--- src/rtl/conv_init_pkg.sv ---
package conv_init_pkg;

   // Sequencer states, in bring-up order.
   typedef enum logic [3:0] {
      S_IDLE      = 4'd0,
      S_WAIT_REF  = 4'd1,
      S_RST       = 4'd2,
      S_CFG       = 4'd3,
      S_ARM       = 4'd4,
      S_WAIT_DCLK = 4'd5,
      S_RELEASE   = 4'd6,
      S_POLL      = 4'd7,
      S_GAP       = 4'd8,
      S_RUN       = 4'd9
   } seq_state_t;

   // Which kind of word the write port carries.
   typedef enum logic [1:0] {
      W_GEN = 2'd0,
      W_ARM = 2'd1,
      W_REL = 2'd2
   } wr_kind_t;

   function automatic int ceil_div(input int num, input int den);
      return (num + den - 1) / den;
   endfunction

endpackage

--- src/rtl/cis_span_timer.sv ---
// Counts LEN cycles of run_i; hit_o is high in the last of them.
module cis_span_timer #(
   parameter int LEN = 4
) (
   input  logic clk,
   input  logic rst_n,
   input  logic run_i,
   output logic hit_o
);
   localparam int CW = (LEN > 1) ? $clog2(LEN) : 1;

   generate
      if (LEN < 1) begin : g_len_bad
         $error("cis_span_timer: LEN must be at least 1");
      end
   endgenerate

   logic [CW-1:0] cnt_q;

   assign hit_o = run_i && (cnt_q == CW'(LEN - 1));

   always_ff @(posedge clk or negedge rst_n) begin
      if (!rst_n) begin
         cnt_q <= '0;
      end else if (!run_i) begin
         cnt_q <= '0;
      end else if (!hit_o) begin
         cnt_q <= cnt_q + 1'b1;
      end
   end
endmodule

--- src/rtl/cis_retry_ctr.sv ---
// Counts failed lock polls; last_o marks the final allowed one.
module cis_retry_ctr #(
   parameter int MAX = 16
) (
   input  logic clk,
   input  logic rst_n,
   input  logic clr_i,
   input  logic inc_i,
   output logic last_o
);
   localparam int CW = (MAX > 1) ? $clog2(MAX) : 1;

   generate
      if (MAX < 1) begin : g_max_bad
         $error("cis_retry_ctr: MAX must be at least 1");
      end
   endgenerate

   logic [CW-1:0] cnt_q;

   assign last_o = (cnt_q == CW'(MAX - 1));

   always_ff @(posedge clk or negedge rst_n) begin
      if (!rst_n) begin
         cnt_q <= '0;
      end else if (clr_i) begin
         cnt_q <= '0;
      end else if (inc_i && !last_o) begin
         cnt_q <= cnt_q + 1'b1;
      end
   end
endmodule

--- src/rtl/cis_cfg_rom.sv ---
// Produces the address/data pair for each write of the bring-up.
module cis_cfg_rom
   import conv_init_pkg::*;
#(
   parameter int                    AW          = 8,
   parameter int                    DW          = 16,
   parameter int                    NUM_CFG     = 3,
   parameter int                    IW          = 2,
   parameter logic [AW-1:0]         CFG_BASE    = 8'h01,
   parameter logic [NUM_CFG*DW-1:0] CFG_DATA    = '0,
   parameter logic [AW-1:0]         DLL_ADDR    = 8'h0A,
   parameter int                    RESTART_BIT = 0,
   parameter int                    RANGE_LSB   = 4,
   parameter int                    RANGE_W     = 3,
   parameter logic [RANGE_W-1:0]    DLY_RANGE   = '0
) (
   input  wr_kind_t          kind_i,
   input  logic [IW-1:0]     idx_i,
   output logic [AW-1:0]     addr_o,
   output logic [DW-1:0]     data_o
);
   logic [AW-1:0] gen_addr [NUM_CFG];
   logic [DW-1:0] gen_data [NUM_CFG];
   logic [DW-1:0] dll_base;

   generate
      for (genvar gi = 0; gi < NUM_CFG; gi++) begin : g_word
         assign gen_addr[gi] = CFG_BASE + AW'(gi);
         assign gen_data[gi] = CFG_DATA[gi*DW +: DW];
      end
   endgenerate

   always_comb begin
      dll_base = '0;
      dll_base[RANGE_LSB +: RANGE_W] = DLY_RANGE;
   end

   always_comb begin
      unique case (kind_i)
         W_ARM: begin
            addr_o = DLL_ADDR;
            data_o = dll_base | (DW'(1) << RESTART_BIT);
         end
         W_REL: begin
            addr_o = DLL_ADDR;
            data_o = dll_base;
         end
         default: begin
            addr_o = gen_addr[idx_i];
            data_o = gen_data[idx_i];
         end
      endcase
   end
endmodule

--- src/rtl/conv_init_seq.sv ---
module conv_init_seq
   import conv_init_pkg::*;
#(
   parameter int                    CLK_PS      = 4000,
   parameter int                    RST_MIN_PS  = 25000,
   parameter int                    AW          = 8,
   parameter int                    DW          = 16,
   parameter int                    NUM_CFG     = 3,
   parameter logic [AW-1:0]         CFG_BASE    = 8'h01,
   parameter logic [NUM_CFG*DW-1:0] CFG_DATA    = 48'h1234_5678_9ABC,
   parameter logic [AW-1:0]         DLL_ADDR    = 8'h0A,
   parameter logic [AW-1:0]         STAT_ADDR   = 8'h10,
   parameter int                    RESTART_BIT = 0,
   parameter int                    RANGE_LSB   = 4,
   parameter int                    RANGE_W     = 3,
   parameter logic [RANGE_W-1:0]    DLY_RANGE   = 3'd5,
   parameter logic [DW-1:0]         LOCK_MASK   = 16'h0001,
   parameter int                    MAX_POLL    = 16,
   parameter int                    POLL_GAP    = 4
) (
   input  logic          clk,
   input  logic          rst_n,
   input  logic          start_i,
   input  logic          stop_i,
   input  logic          refclk_ok_i,
   input  logic          dclk_ok_i,
   input  logic          tx_valid_i,
   output logic          cnv_rst_n_o,
   output logic          wr_req_o,
   output logic [AW-1:0] wr_addr_o,
   output logic [DW-1:0] wr_data_o,
   input  logic          wr_ack_i,
   output logic          rd_req_o,
   output logic [AW-1:0] rd_addr_o,
   input  logic          rd_ack_i,
   input  logic [DW-1:0] rd_data_i,
   output logic          sync_o,
   output logic          data_valid_o,
   output logic          done_o,
   output logic          err_o
);
   localparam int RST_CYC = ceil_div(RST_MIN_PS, CLK_PS);
   localparam int IW      = (NUM_CFG > 1) ? $clog2(NUM_CFG) : 1;

   // Elaboration-time parameter checks.
   generate
      if (CLK_PS < 1 || RST_MIN_PS < 1) begin : g_bad_time
         $error("conv_init_seq: clock period and reset width must be positive");
      end
      if (NUM_CFG < 1) begin : g_bad_cfg
         $error("conv_init_seq: NUM_CFG must be at least 1");
      end
      if (RANGE_LSB + RANGE_W > DW || RESTART_BIT >= DW) begin : g_bad_field
         $error("conv_init_seq: DLL fields do not fit in DW");
      end
      if (RESTART_BIT >= RANGE_LSB && RESTART_BIT < RANGE_LSB + RANGE_W) begin : g_overlap
         $error("conv_init_seq: restart bit overlaps the range field");
      end
      if (LOCK_MASK == '0) begin : g_bad_mask
         $error("conv_init_seq: LOCK_MASK must select at least one bit");
      end
      if (POLL_GAP < 0) begin : g_bad_gap
         $error("conv_init_seq: POLL_GAP must not be negative");
      end
   endgenerate

   seq_state_t    state_q, state_d;
   logic [IW-1:0] idx_q;
   logic          err_q;
   logic          rst_hit, gap_hit, poll_last;
   logic          locked, poll_fail;
   wr_kind_t      kind;

   // ---------------- timers and counters ----------------
   cis_span_timer #(.LEN(RST_CYC)) u_rst_timer (
      .clk   (clk),
      .rst_n (rst_n),
      .run_i (state_q == S_RST),
      .hit_o (rst_hit)
   );

   generate
      if (POLL_GAP > 0) begin : g_gap
         cis_span_timer #(.LEN(POLL_GAP)) u_gap_timer (
            .clk   (clk),
            .rst_n (rst_n),
            .run_i (state_q == S_GAP),
            .hit_o (gap_hit)
         );
      end else begin : g_nogap
         assign gap_hit = 1'b1;
      end
   endgenerate

   assign locked    = ((rd_data_i & LOCK_MASK) == LOCK_MASK);
   assign poll_fail = (state_q == S_POLL) && rd_ack_i && !locked;

   cis_retry_ctr #(.MAX(MAX_POLL)) u_retry (
      .clk    (clk),
      .rst_n  (rst_n),
      .clr_i  ((state_q != S_POLL) && (state_q != S_GAP)),
      .inc_i  (poll_fail),
      .last_o (poll_last)
   );

   // ---------------- write word selection ----------------
   always_comb begin
      unique case (state_q)
         S_ARM:     kind = W_ARM;
         S_RELEASE: kind = W_REL;
         default:   kind = W_GEN;
      endcase
   end

   cis_cfg_rom #(
      .AW          (AW),
      .DW          (DW),
      .NUM_CFG     (NUM_CFG),
      .IW          (IW),
      .CFG_BASE    (CFG_BASE),
      .CFG_DATA    (CFG_DATA),
      .DLL_ADDR    (DLL_ADDR),
      .RESTART_BIT (RESTART_BIT),
      .RANGE_LSB   (RANGE_LSB),
      .RANGE_W     (RANGE_W),
      .DLY_RANGE   (DLY_RANGE)
   ) u_rom (
      .kind_i (kind),
      .idx_i  (idx_q),
      .addr_o (wr_addr_o),
      .data_o (wr_data_o)
   );

   // ---------------- sequencer ----------------
   always_comb begin
      state_d = state_q;
      unique case (state_q)
         S_IDLE:      if (start_i)     state_d = S_WAIT_REF;
         S_WAIT_REF:  if (refclk_ok_i) state_d = S_RST;
         S_RST:       if (rst_hit)     state_d = S_CFG;
         S_CFG:       if (wr_ack_i && idx_q == IW'(NUM_CFG - 1)) state_d = S_ARM;
         S_ARM:       if (wr_ack_i)    state_d = S_WAIT_DCLK;
         S_WAIT_DCLK: if (dclk_ok_i)   state_d = S_RELEASE;
         S_RELEASE:   if (wr_ack_i)    state_d = S_POLL;
         S_POLL: begin
            if (rd_ack_i) begin
               if (locked)          state_d = S_RUN;
               else if (poll_last)  state_d = S_IDLE;
               else if (POLL_GAP > 0) state_d = S_GAP;
               else                 state_d = S_POLL;
            end
         end
         S_GAP:       if (gap_hit)     state_d = S_POLL;
         S_RUN:       if (stop_i)      state_d = S_IDLE;
         default:                      state_d = S_IDLE;
      endcase
   end

   always_ff @(posedge clk or negedge rst_n) begin
      if (!rst_n) begin
         state_q <= S_IDLE;
         idx_q   <= '0;
         err_q   <= 1'b0;
      end else begin
         state_q <= state_d;
         if (state_q != S_CFG) begin
            idx_q <= '0;
         end else if (wr_ack_i && idx_q != IW'(NUM_CFG - 1)) begin
            idx_q <= idx_q + 1'b1;
         end
         if (state_q == S_IDLE && start_i) begin
            err_q <= 1'b0;
         end else if (poll_fail && poll_last) begin
            err_q <= 1'b1;
         end
      end
   end

   // ---------------- outputs ----------------
   assign cnv_rst_n_o  = (state_q != S_RST);
   assign wr_req_o     = (state_q == S_CFG) || (state_q == S_ARM) || (state_q == S_RELEASE);
   assign rd_req_o     = (state_q == S_POLL);
   assign rd_addr_o    = STAT_ADDR;
   assign sync_o       = (state_q == S_RUN);
   assign done_o       = (state_q == S_RUN);
   assign data_valid_o = sync_o && tx_valid_i;
   assign err_o        = err_q;
endmodule

--- config.mk ---
export PLATFORM = sky130hd
export DESIGN_NAME = conv_init_seq
export DESIGN_NICKNAME = d
export VERILOG_FILES = /design/src/rtl/conv_init_pkg.sv /design/src/rtl/cis_span_timer.sv /design/src/rtl/cis_retry_ctr.sv /design/src/rtl/cis_cfg_rom.sv /design/src/rtl/conv_init_seq.sv
export SDC_FILE = /design/constraint.sdc
export NUM_CORES = 1
export LEC_CHECK = 0
export BUFFER_PORTS_ARGS = -buffer_cell sky130_fd_sc_hd__clkbuf_2
export CORE_MARGIN = 5
export CORE_UTILIZATION = 35
export CTS_BUF_LIST = sky130_fd_sc_hd__clkbuf_4 sky130_fd_sc_hd__clkbuf_8
export DETAILED_ROUTE_END_ITERATION = 8
export SETUP_SLACK_MARGIN = 0.2
export SYNTH_ARGS = -nofsm -noshare
export SYNTH_HDL_FRONTEND = slang
export SYNTH_SLANG_ARGS = --single-unit
--- constraint.sdc ---
create_clock -name clk -period 3.2 [get_ports clk]
set_input_delay 0.64 -clock clk [delete_from_list [all_inputs] [get_ports clk]]
set_output_delay 0.64 -clock clk [all_outputs]
set_load 0.02 [all_outputs]
==> results of run 1 <==
per-stage QoR:
| stage | hold slack, ns | power (mW) | setup slack (ns) |
|---|---|---|---|
| floorplan | 0.344 | 1.10 | 0.712 |
| global placement | 0.511 | 1.20 | 0.947 |
| detailed placement | 0.525 | 1.20 | 0.946 |
| CTS | 0.319 | 1.38 | 0.662 |
| global route | 0.355 | 1.48 | 0.491 |
| finish | 0.310 | 1.36 | 0.727 |
cell families (layout without fill, tap and decap cells):
kind of cell | Yosys count | count (layout) | share of synthesized area
and+or+nand+nor | 59 | 59 | 0.249
buffers and inverters | 35 | 40 | 0.181
AOI/OAI and AO/OA | 21 | 21 | 0.124
DFF | 16 | 16 | 0.295
adders and majority gates | 8 | 8 | 0.0738
muxes | 6 | 6 | 0.0461
xor gates and xnor gates | 4 | 4 | 0.0258
other | 2 | 16 | 0.00554
sequential cells by signal, summed over array words and instances (netlist names):
signal and count:
idx_q 2, state_q 4, u_retry.cnt_q 4, u_rst_timer.cnt_q 3, g_gap.u_gap_timer.cnt_q 2, err_o 1
final cells by class:
type                            count  area [µm²]
Fill cell                         396        2260
Multi-Input combinational cell    114         763
Tap cell                           48        60.1
Timing Repair Buffer               32         160
Clock buffer                        4        55.1
Sequential cell                    16         400
Inverter                            4        15.0
cells in the final DEF, fill, tap and decap left out, types with 3 or more instances in the layout:
master,Yosys,final
a21oi_1,4,4
clkbuf_2,0,32
clkbuf_8,0,4
conb_1,2,16
dfrtp_1,16,16
ha_1,8,8
inv_1,4,4
mux2i_1,4,4
nand2_1,7,7
nand2b_1,5,5
nand3_1,3,3
nor2_1,19,19
nor3_1,5,5
o21ai_0,3,3
final timing paths:
kind / slack [ns] / from / to / cells after the start
worst max-delay path: 0.73 / state_q[3] / wr_data_o[6] / 5
worst min-delay path: 0.31 / rst_n / u_retry.cnt_q[2] / 1
worst max register to register: 1.14 / state_q[0] / state_q[0] / 5
worst min register to register: 0.53 / g_gap.u_gap_timer.cnt_q[1] / g_gap.u_gap_timer.cnt_q[1] / 2
max in group asynchronous: 2.59 / rst_n / idx_q[1] / 1
min in group clk: 0.53 / g_gap.u_gap_timer.cnt_q[1] / g_gap.u_gap_timer.cnt_q[1] / 2
critical path, stage by stage, from the launching register on:
cell and delay, ns:
dfrtp_1 0.57, inv_1 0.17, nand2_1 0.09, nor2_1 0.39, or2_2 0.19, clkbuf_2 0.16
power by group through the flow:
stage | logic [mW] | registers, mW | clock network [mW]
after detailed placement | 0.826 | 0.370 | 0
final | 0.813 | 0.367 | 0.181
after floorplan | 0.832 | 0.268 | 0
after global placement | 0.824 | 0.371 | 0
after global routing | 0.897 | 0.386 | 0.196
after CTS | 0.829 | 0.366 | 0.190
routing by layer:
| metal | vias up | routed length [µm] |
|---|---|---|
| met5 | - | 0 |
| met4 | 0 | 25 |
| met1 | 477 | 1130 |
| li1 | 523 | - |
| met3 | 2 | 137 |
| met2 | 20 | 1310 |
==> summary.md, run 1 <==
| Metric | Value |
|---|---|
| Clk pin slew, worst setup/hold paths | approximately 0.070 ns |
| # IOs | 64 |
| Largest net degree at the start of global routing | 21 |
| Chip Height | 72.3 µm |
| Clock Skew | between 0.004 and 0.005 ns |
| Ys flop type | dfrtp_1 |
| GPL Wtd Cong | around 0.76 |
| Routed WL | 2600 µm |
| Comb pwr share | 0.597 |
| CP Class | reg2out |
| Core Box Area | roughly 3700 µm² |
| Root Buffer | clkbuf_8 |
| TritonCTS buffer count | 3 |
| Met1 GRT Util | 0.134 |
| Post-CTS setup buffers | 0 |
| RSZ-0062 raised after global routing | false |
| Met3 Usage GRT | 0.0249 |
| Max cap viols | 0 |
| Starting DRT DRC Count | 65 |
| M2 GR Usage | 0.174 |
| Seq/Total Area, Yosys | 0.295 |
| Relative slew slack | 0.632 |
| Share of layout cells above drive strength 1 | 0.300 |
| Pint | 0.665 mW |
| Setup tns final | 0 ns |
| Pre-antenna DRT Iters | 4 |
| Dpl cells | 214 |
| Top cells by area, synth | dfrtp_1 (30%), buf_4 (13%), ha_1 (7.4%) |
| Area of all placed cells without fillers | 1450 µm² |
| Most frequent cell after synthesis | buf_4 |
| Clk sinks | 16 |
| Die Width | a little over 70 µm |
| # resized after CTS | 0 |
| Final Net Count | 204 |
| P per Cell Area | 936 nW/µm² |
| Synth area leader | dfrtp_1 |
| Worst-margin pin slew | ~0.55 ns |
| Period utilisation layout | 0.773 |
| Finish-stage setup viols | 0 |
| Final hold violations | 0 |
| VDD IR max | 0.243 mV |
| Yosys top cell area share | 0.295 |
| Crit-path max FO | 19 |
| Syn avg cell area | 8.98 µm² |
| Yosys warning total | 0 |
| Max clock buf depth | 2 |
| GRT Util Overall | 0.104 |
| Via count | 1022 |
| F_max | about 400 MHz |
| Crit path time final | 2.47 ns |
| Critical Path RT | 2.56 ns |
| Status | completed |
| ANT nets after route | 0 |
| Placed cell area | approximately 1400 µm² |
| Drt drc | 0 |
| Avg WL per Cell | 11.9 µm |
| Row count | 22 |
| GRT busiest layer | met2 |
| Netlist cell types | 49 |
| Clock network fraction of design power | 0.133 |
| Area grow syn2layout | 7.20% |
| Worst path arrival time | 1.83 ns |
| NetSw | 0.697 mW |
| Utilization after layout | 0.391 |
| Antenna violations before repair | 0 |
| Sequential share of power | 0.270 |
| Mapped cell area | about 1400 µm² |
| Clock Latency Late Sink | 0.25 ns |
| Fin cells | approximately 220 |
| Initial Utilization | 0.365 |
| Die area | 5220 µm² |
| Yosys reg bits | 16 |
| Vias in the first global route | 945 |
| Startpoint types | register |
| PortBufs | 32 |
| CTS tree | built |
| P_leak | 0.701 nW |
| GRT overflow | 0 |
| First-pass GRT wire length | 4370 µm |
| Post-synth EDFFs | 0 |
| Synth cell count leaders | buf_4 (24), nor2_1 (19), dfrtp_1 (16), ha_1 (8), nand2_1 (7) |
| Post-synth ARST share | 1.00 |
| Switching Share | 0.512 |
| Htree depth | 1 |
| HP Class | in2async |
| Cells after Synth | around 150 |
| Type of destination of the critical path | output port |
| DR vias/cell | 4.69 |
| Diode count | 0 |
| Detail Placement HPWL | 2000 µm |
| Final Max Tran Viols | 0 |
| Hold-fix buffers at CTS | 0 |
(Power assumes the default switching activity.)
==> run 2: changes to the inputs <==
--- a/config.mk
+++ b/config.mk
@@ -10,6 +10,7 @@
 export CORE_UTILIZATION = 35
 export CTS_BUF_LIST = sky130_fd_sc_hd__clkbuf_4 sky130_fd_sc_hd__clkbuf_8
 export DETAILED_ROUTE_END_ITERATION = 8
+export PLACE_DENSITY = 0.65
 export SETUP_SLACK_MARGIN = 0.2
 export SYNTH_ARGS = -nofsm -noshare
 export SYNTH_HDL_FRONTEND = slang
==> constraint.sdc (replaced) <==
create_clock -name clk -period 2 [get_ports clk]
set_input_delay 0.4 -clock clk [delete_from_list [all_inputs] [get_ports clk]]
set_output_delay 0.4 -clock clk [all_outputs]
set_load 0.02 [all_outputs]
==> run 2 against run 1 <==
Effect of this change: utilization increased by 12 points; sequential share of layout area decreased by 6.4 points; combinational power increased to 2.9 times the previous value; non-clock buffer count increased by 32; register-to-register slack got worse by 1.0 ns; via count increased by 22%; first-iteration DRC count decreased by 12%; final area increased by 32%; clock skew decreased by 0.0026 ns; power increased by 130%; largest cell class unchanged.
==> summary.md, run 2 (same netlist as run 1, synthesis figures left out) <==
| Metric | Value |
|---|---|
| Placed cell area | 1500 µm² (+7.2%) |
| P per Cell Area | 1630 nW/µm² (+74%) |
| Initial Utilization | 0.365 (unchanged) |
| Met3 wire length | 234 µm (+71%) |
| Worst-margin pin slew | 0.568 ns (+0.0159 ns) |
| Clock Latency Late Sink | 0.26 ns (about the same) |
| Via count | 1245 (+22%) |
| Routed WL | 3720 µm (+43%) |
| Fin cells | 250 (+15%) |
| Setup tns final | 0 ns (unchanged) |
| RSZ-0062 raised after global routing | true |
| Final Max Tran Viols | 0 (unchanged) |
| Drt drc | 0 (unchanged) |
| Period utilisation layout | 0.938 |
| P_leak | 0.910 nW (+30%) |
| Commonest non-fill, non-tap cell in the layout | buf_4 |
| Most frequent cells in the layout | buf_4 (28), clkbuf_2 (21), conb_1 (16) |
| PortBufs | 32 (unchanged) |
| Die Width | 72.3 µm (unchanged) |
| Share of layout cells above drive strength 1 | 0.545 (+0.245) |
| DR vias/cell | 4.98 (+6.2%) |
| Diode count | 0 (unchanged) |
| Max clock buf depth | 2 (unchanged) |
| Area of all placed cells without fillers | 1920 µm² (+32%) |
| Clock network fraction of design power | 0.099 (-0.034) |
| Regs by FF count | state_q (4), u_retry.cnt_q (4), u_rst_timer.cnt_q (3) |
| Clk pin slew, worst setup/hold paths | 0.07 ns (about the same) |
| Starting DRT DRC Count | 57 (-12%) |
| Clk sinks | 16 (unchanged) |
| GRT overflow | 0 (unchanged) |
| Clock Skew | 0.00148 ns (-0.00255 ns) |
| ANT nets after route | 0 (unchanged) |
| CP Class | reg2reg |
| Register area | 405 µm² (+1.3%) |
| Area grow syn2layout | 41.3% |
| Final Net Count | 236 (+16%) |
| Core Box Area | 3720 µm² (unchanged) |
| GPL Wtd Cong | 0.767 (+1.3%) |
| HP Class | in2async |
| GRT Util Overall | 0.137 (+0.0329) |
| Hold WS | 0.0634 ns (-0.247 ns) |
| VDD IR max | 0.984 mV (+310%) |
| Type of destination of the critical path | register |
| Root Buffer | clkbuf_8 |
| Comb pwr share | 0.742 (+0.145) |
| Antenna violations before repair | 0 (unchanged) |
| Fill cells | 348 (-12%) |
| Dpl cells | 222 (+3.7%) |
| # IOs | 64 (unchanged) |
| TritonCTS buffer count | 3 (unchanged) |
| Crit path time final | 1.88 ns |
| Htree depth | 1 (unchanged) |
| Largest net degree at the start of global routing | 17 (-19%) |
| Die area | 5220 µm² (unchanged) |
| Crit-path max FO | 8 (-11) |
| Status | completed |
| Switching Share | 0.455 (-0.0565) |
| Met2 wire length | 1880 µm (+44%) |
| Finish-stage setup viols | 0 (unchanged) |
| Startpoint types | register |
| Wl on met1 | 1550 µm (+38%) |
| Row count | 22 (unchanged) |
| Worst path arrival time | 2.03 ns (+0.20 ns) |
| First-pass GRT wire length | 5540 µm (+27%) |
| F_max | 533 MHz |
| Pint | 1.70 mW (+160%) |
| Max cap viols | 0 (unchanged) |
| NetSw | 1.42 mW (+100%) |
| CTS tree | built |
| Uppermost routed layer | met4 |
| Vias in the first global route | 1137 (+20%) |
| Detail Placement HPWL | 2210 µm (+10%) |
| Sequential share of power | 0.159 (-0.111) |
| Relative slew slack | 0.621 (-0.0106) |
| Chip Height | 72.3 µm (unchanged) |
| Pre-antenna DRT Iters | 4 (unchanged) |
| Hold-fix buffers at CTS | 0 (unchanged) |
| Critical Path RT | 2.15 ns (-0.41 ns) |
| Final hold violations | 0 (unchanged) |
| Avg WL per Cell | 14.9 µm (+25%) |
| Multi-input logic area | 885 µm² (+16%) |
## run 2: changes by cell type in the layout (fill, tap and decap cells not counted), sizes merged
cell	change
buf	+37
clkbuf	-5
## run 2: layout make-up
cell class / instances / area share
clock buffers: 4 / 0.0287
inverters: 4 / 0.00783
multi-input cells: 114 / 0.461
flip-flops and latches: 16 / 0.211
well taps: 48 / 0.0313
repair buffers: 64 / 0.259
## run 2: path summary, 6_finish.rpt
path | from | to | slack [ns] | cells past startpoint
hold reg to reg | g_gap.u_gap_timer.cnt_q[1] | g_gap.u_gap_timer.cnt_q[1] | 0.54 | 2
setup / recovery | state_q[1] | state_q[1] | 0.12 | 6
max in group asynchronous | rst_n | state_q[3] | 1.61 | 1
min in group clk | start_i | err_o | 0.36 | 2
setup reg to reg | state_q[1] | state_q[1] | 0.12 | 6
hold / removal | rst_n | u_rst_timer.cnt_q[2] | 0.06 | 1
## run 2: what timing repair did
item                       CTS  global route
setup endpoints to repair   27            25
gates resized for setup     34            18
cloned                       0             0
pin swaps                    9             5
buffers inserted            17             7
## run 2: power by group through the flow
stage / logic, mW / registers [mW] / clock network, mW
floorplan: 1.43 / 0.429 / 0
global placement: 1.57 / 0.530 / 0
detailed placement: 1.58 / 0.531 / 0
CTS: 2.08 / 0.486 / 0.310
global route: 2.47 / 0.507 / 0.325
finish: 2.32 / 0.496 / 0.310
## run 2: stage by stage
step | power, mW | setup slack (ns) | utilization
6_report | 3.13 | 0.125 | 0.516
5_1_grt | 3.30 | 0.0449 | 0.516
3_5_place_dp | 2.11 | 0.0650 | 0.403
4_1_cts | 2.87 | 0.150 | 0.489
2_1_floorplan | 1.86 | 0.157 | -
3_3_place_gp | 2.10 | 0.0626 | 0.403
## run 2: metal layers
metal | up-vias | track usage
met5 | - | 0
met4 | 0 | 0.0626
met3 | 4 | 0.0166
met2 | 52 | 0.235
met1 | 606 | 0.169
li1 | 583 | -
## run 2: critical path, stage by stage, from the launching register on
cell and delay [ns]:
dfrtp_2 0.45, buf_4 0.17, nand2_1 0.10, mux2i_1 0.13, a2111oi_4 0.62, mux2i_1 0.24, nand2_1 0.06
